===== config.mk =====
export PLATFORM = sky130hd
export DESIGN_NAME = nand_hamming_ecc
export DESIGN_NICKNAME = d
export VERILOG_FILES = /design/src/rtl/nand_hamming_ecc.sv
export SDC_FILE = /design/constraint.sdc
export NUM_CORES = 1
export LEC_CHECK = 0
export ABC_AREA = 1
export BUFFER_PORTS_ARGS = -buffer_cell sky130_fd_sc_hd__buf_4
export CAP_MARGIN = 20
export CORE_ASPECT_RATIO = 0.9
export CORE_UTILIZATION = 49
export CTS_CLUSTER_DIAMETER = 30
export DETAILED_ROUTE_END_ITERATION = 8
export GPL_TIMING_DRIVEN = 0
export PLACE_DENSITY = 0.77
export SLEW_MARGIN = 20
export SYNTH_ARGS = -nofsm -noshare
export SYNTH_HDL_FRONTEND = slang
export SYNTH_SLANG_ARGS = --single-unit

===== constraint.sdc =====
create_clock -name clk -period 4.4 [get_ports clk]
set_input_delay 0.22 -clock clk [delete_from_list [all_inputs] [get_ports clk]]
set_output_delay 0.22 -clock clk [all_outputs]
set_load 0.02 [all_outputs]

===== src/rtl/nand_hamming_ecc.sv =====
module nand_hamming_ecc #(
  parameter int CHUNK_BYTES = 512,
  localparam int CNT_W  = $clog2(CHUNK_BYTES),
  localparam int ADDR_W = CNT_W + 3,
  localparam int CODE_W = 2 * ADDR_W
) (
  input  logic              clk,
  input  logic              rst_n,
  input  logic              start_i,
  input  logic              read_i,
  input  logic              byte_valid_i,
  input  logic [7:0]        byte_i,
  input  logic [CODE_W-1:0] stored_code_i,
  output logic              busy_o,
  output logic              done_o,
  output logic [CODE_W-1:0] code_o,
  output logic [1:0]        status_o,
  output logic [CNT_W-1:0]  err_byte_o,
  output logic [2:0]        err_bit_o
);

  logic [ADDR_W-1:0] set_par_q, clr_par_q, set_par_n, clr_par_n;
  logic [CNT_W-1:0]  cnt_q;
  logic              active_q, done_q;
  logic              take;

  assign take = active_q && byte_valid_i && !start_i && !read_i;

  always_comb begin
    set_par_n = set_par_q;
    clr_par_n = clr_par_q;
    for (int b = 0; b < 8; b++) begin
      if (byte_i[b]) begin
        set_par_n = set_par_n ^ {cnt_q, 3'(b)};
        clr_par_n = clr_par_n ^ ~{cnt_q, 3'(b)};
      end
    end
  end

  always_ff @(posedge clk or negedge rst_n) begin
    if (!rst_n) begin
      set_par_q <= '0;
      clr_par_q <= '0;
      cnt_q     <= '0;
      active_q  <= 1'b0;
      done_q    <= 1'b0;
    end else if (start_i || read_i) begin
      set_par_q <= '0;
      clr_par_q <= '0;
      cnt_q     <= '0;
      active_q  <= start_i;
      done_q    <= 1'b0;
    end else if (take) begin
      set_par_q <= set_par_n;
      clr_par_q <= clr_par_n;
      if (cnt_q == CNT_W'(CHUNK_BYTES - 1)) begin
        cnt_q    <= '0;
        active_q <= 1'b0;
        done_q   <= 1'b1;
      end else begin
        cnt_q <= cnt_q + 1'b1;
      end
    end
  end

  assign busy_o = active_q;
  assign done_o = done_q;
  assign code_o = ~{set_par_q, clr_par_q};

  logic [CODE_W-1:0] diff;
  logic [ADDR_W-1:0] hi_d, lo_d;
  logic [CNT_W-1:0]  loc_byte;
  logic              fixable;

  assign diff     = stored_code_i ^ code_o;
  assign hi_d     = diff[CODE_W-1:ADDR_W];
  assign lo_d     = diff[ADDR_W-1:0];
  assign loc_byte = hi_d[ADDR_W-1:3];
  assign fixable  = ((hi_d ^ lo_d) == '1) && (int'(loc_byte) < CHUNK_BYTES);

  always_comb begin
    status_o   = 2'd3;
    err_byte_o = '0;
    err_bit_o  = '0;
    if (diff == '0) begin
      status_o = 2'd0;
    end else if (fixable) begin
      status_o   = 2'd1;
      err_byte_o = loc_byte;
      err_bit_o  = hi_d[2:0];
    end else if ($onehot(diff)) begin
      status_o = 2'd2;
    end
  end

  a_r1_reset_idle: assert property (@(posedge clk)
    !rst_n |=> !busy_o && !done_o);

  a_r2_start_clears: assert property (@(posedge clk) disable iff (!rst_n)
    start_i |=> busy_o && !done_o && (code_o == '1));

  a_r3_idle_ignored: assert property (@(posedge clk) disable iff (!rst_n)
    !busy_o && !start_i && !read_i |=> $stable(code_o) && $stable(done_o));

  a_r4_done_after_last: assert property (@(posedge clk) disable iff (!rst_n)
    $rose(done_o) |-> $past(busy_o) && $past(byte_valid_i) && !busy_o);

  a_r4_exclusive: assert property (@(posedge clk) disable iff (!rst_n)
    !(busy_o && done_o));

  a_r10_loc_zero: assert property (@(posedge clk) disable iff (!rst_n)
    status_o != 2'd1 |-> err_byte_o == '0 && err_bit_o == '0);

  a_r11_read_clears: assert property (@(posedge clk) disable iff (!rst_n)
    read_i && !start_i |=> !busy_o && !done_o && (code_o == '1));

endmodule


==> impl_metrics.csv <==
group,metric,value,unit
route,drt_wl_total,8000,µm
global_route,grt_max_degree,36,
worst_setup_path,crit_top_cell,"fa_1",
timing,skew,0.00789,ns
synthesis,synth_area_leaders,"dfrtp_1 27%, fa_1 11%, nand2_1 10%",
timing,finalCritPeriodShare,114,%
synthesis,syn_area,3210,µm²
route,drt_iter0_markers,152,
pwr,p_per_area,355,nW/µm²
worst_setup_path,max_stage_delay,0.51,ns
timing,worstMarginPinSlew,0.724,ns
worst_setup_path,cp-start-kind,"flop",
floorplanning,rows,27,
timing,relSlewSlack,51.5,%
worst_setup_path,worstRegToRegCells,7,
worst_setup_path,endpoint,"status_o[0]",
synthesis,synth_edf_count,0,
worst_setup_path,cp_data_required_time,4.18,ns
floorplanning,num_io_pins,77,
pwr,p_leak,1.96,nW
synthesis,synth_top_area_cell,"dfrtp_1",
layout,final_area,4110,µm²
clock_tree,max-clock-path-buffers,2,
global_route,antenna_found_initial,0,
route,drt-wirelength-per-cell,12.9,µm
synthesis,synth_ff_type,"dfrtp_1",
synthesis,synthCells,446,
worst_setup_path,arrival,4.78,ns
global_route,track_usage,25.1,%
synthesis,ys_async_sr_fraction,100,%
floorplanning,fp.dieArea,6870,µm²
synthesis,synth_nets,509,
global_route,overflow,0,
route,viasPerCell,4.97,
synthesis,yosys-top-cells-count,"86 x nand2_1, 76 x inv_1, 67 x nor2_1, 35 x dfrtp_1, 29 x nand3_1",
global_route,grt_pass1_vias,2841,
timing,hold_viol,0,
clock_tree,clk_pin_slew_worst_paths,0.08,ns
layout,areaGrowthSynthToFinish,28.0,%
worst_setup_path,critPathTopFamily,"adder cells",
timing,finalMaxSlewViolations,0,
clock_tree,cts_num_sinks,35,
timing,rsz0062_at_grt,"true",
floorplanning,die_h,78.7,µm
route,vias,3094,
timing,final.setup.worst_slack,-0.600,ns
layout,drive_above_1_share,24.1,%
synthesis,synth_top_area_share,27.3,%
place,portBuffers,72,
synthesis,yosysMostFrequentCell,"nand2_1",
place,dp_hpwl,6400,µm
worst_setup_path,r2r_setup_slack,2.53,ns
worst_setup_path,worstPathCellList,"xnor2_2, inv_2, fa_1, fa_1, inv_1, fa_1, inv_2, fa_1, inv_2, fa_1, ha_2, fa_1, nor2_1, o2111ai_1, o21ai_1, nand2_1, buf_6",
layout,num_antenna_cells,0,
clock_tree,cts_tree,"yes",
layout,post-route-util,66.0,%
synthesis,ys_seq_area_share,27.3,%
worst_setup_path,r2r_end,"cnt_q[3]",
synthesis,yosys_warnings,0,
place,gp_congestion,0.901,
synthesis,ys_types,30,
clock_tree,root_buffer,"clkbuf_8",
worst_setup_path,slowest_stage,"fa_1",
global_route,grt_pass1_wl,13300,µm
timing,setup_violations,1,
synthesis,ys_ff_latch,35,
worst_setup_path,path_buf_inv,5,
worst_setup_path,crit_start,"set_par_q[5]",
run_status,failed_checks,"negative setup slack",
timing,layout_min_cycle_time,5.00,ns
timing,max_freq,0.200,GHz
place,dpl_cell_area,3890,µm²
worst_hold_path,min_path_type,"in2reg",
worst_setup_path,worstSetupPathType,"reg2out",
worst_setup_path,crit_path_end_kind,"primary output",
worst_setup_path,critical_path_depth,17,
job,drv_cap,0,
route,drtAntennaViolNets,0,
worst_setup_path,r2r-start,"cnt_q[0]",
run_status,status,"finished with violations",
floorplanning,die_width,87.3,µm
clock_tree,cts_made_buffers,5,
floorplanning,start_util,51.6,%
synthesis,syn_area_per_cell,7.19,µm²
clock_tree,clk_latency,0.29,ns
worst_setup_path,cp_max_fo,3,
route,dr.pass1.iters,5,
pwr,vdd_drop_max,285,µV
clock_tree,cts.htree.levels,2,
route,drc_errors,0,
floorplanning,core,6220,µm²
layout,final_nets,597,
==> per-stage QoR <==
stage	hold slack [ns]	TNS, ns	setup WS (ns)	total power, mW	std cells
finish	0.111	-0.600	-0.600	1.46	622
global route	0.110	-0.780	-0.780	1.62	622
CTS	0.105	-0.632	-0.632	1.46	618
detailed placement	0.206	-0.408	-0.408	1.21	605
global placement	0.208	-0.365	-0.365	1.18	605
floorplan	-0.0756	0	0.00676	0.995	446
==> kinds of logic after synthesis <==
family,synth area share (%)
simple gates,26.6
flops,27.3
xor+xnor,13.5
compound gates,7.22
buf+inv,11.2
fa+ha+maj,14.1
==> registers in the layout (all words and copies together), names as in the netlist <==
register,flops
clr_par_q,12
done_o,1
cnt_q,9
busy_o,1
set_par_q,12
==> cell usage in the layout (no fill, tap or decap), types with 4 or more instances in the layout <==
cell and n:
buf_4 81, nor2_1 67, xor2_2 4, nand4_1 4, inv_1 71, nand3_1 29
nand2_1 86, clkbuf_1 4, o21ai_0 9, dfrtp_1 31, dfrtp_2 4, clkbuf_8 5
o22ai_1 4, ha_1 8, nor2_2 10, nor3_1 4, xnor2_2 5, xnor2_1 23
xor2_1 13, inv_2 6, fa_1 17, o21ai_1 4, a21oi_1 25, buf_2 5
==> worst min path at each step <==
stage | start | to | slack (ns) | depth (start not counted)
2_1_floorplan | rst_n | busy_o | -0.08 | 0
3_3_place_gp | rst_n | set_par_q[7] | 0.21 | 1
3_5_place_dp | rst_n | set_par_q[7] | 0.21 | 1
4_1_cts | start_i | busy_o | 0.11 | 2
5_1_grt | start_i | busy_o | 0.11 | 2
6_report | start_i | busy_o | 0.11 | 2
==> per-layer routing <==
layer / up-vias / global-route usage, % / part of all wire, %
met3: 11 / 3.53 / 6.4
met2: 112 / 40.7 / 48
li1: 1536 / - / -
met4: 0 / 7.87 / 1.5
met1: 1435 / 34.9 / 44
met5: - / 0 / 0
==> where the power goes <==
group | internal (mW) | total (mW) | switching [mW]
Sequential | 0.337 | 0.356 | 0.0192
Combinational | 0.380 | 0.871 | 0.491
Clock | 0.111 | 0.230 | 0.119
==> worst register-to-register path, stage by stage (launching register included) <==
cell and delay [ns]:
dfrtp_1 0.40, ha_1 0.24, nand4_1 0.10, nor2_1 0.05, ha_1 0.21, o21ai_1 0.45, inv_1 0.13, nor3_1 0.21
==> repair_timing <==
action	in CTS	in global routing
resized for setup	6	10
setup buffers	4	4
hold buffers	1	0
endpoints found under the setup margin	1	1
hold endpoints to repair	35	0
pin swaps	4	9
==> layout make-up <==
class / instances / area [µm²]
buffer: 12 / 66.3
clock buffer: 6 / 72.6
clock inverter: 2 / 12.5
fill: 566 / 2110
inverter: 78 / 293
multi-input combinational: 321 / 2060
sequential: 35 / 881
tap: 87 / 109
timing repair buffer: 81 / 614
Note: power is estimated with default switching activity, not from simulation.
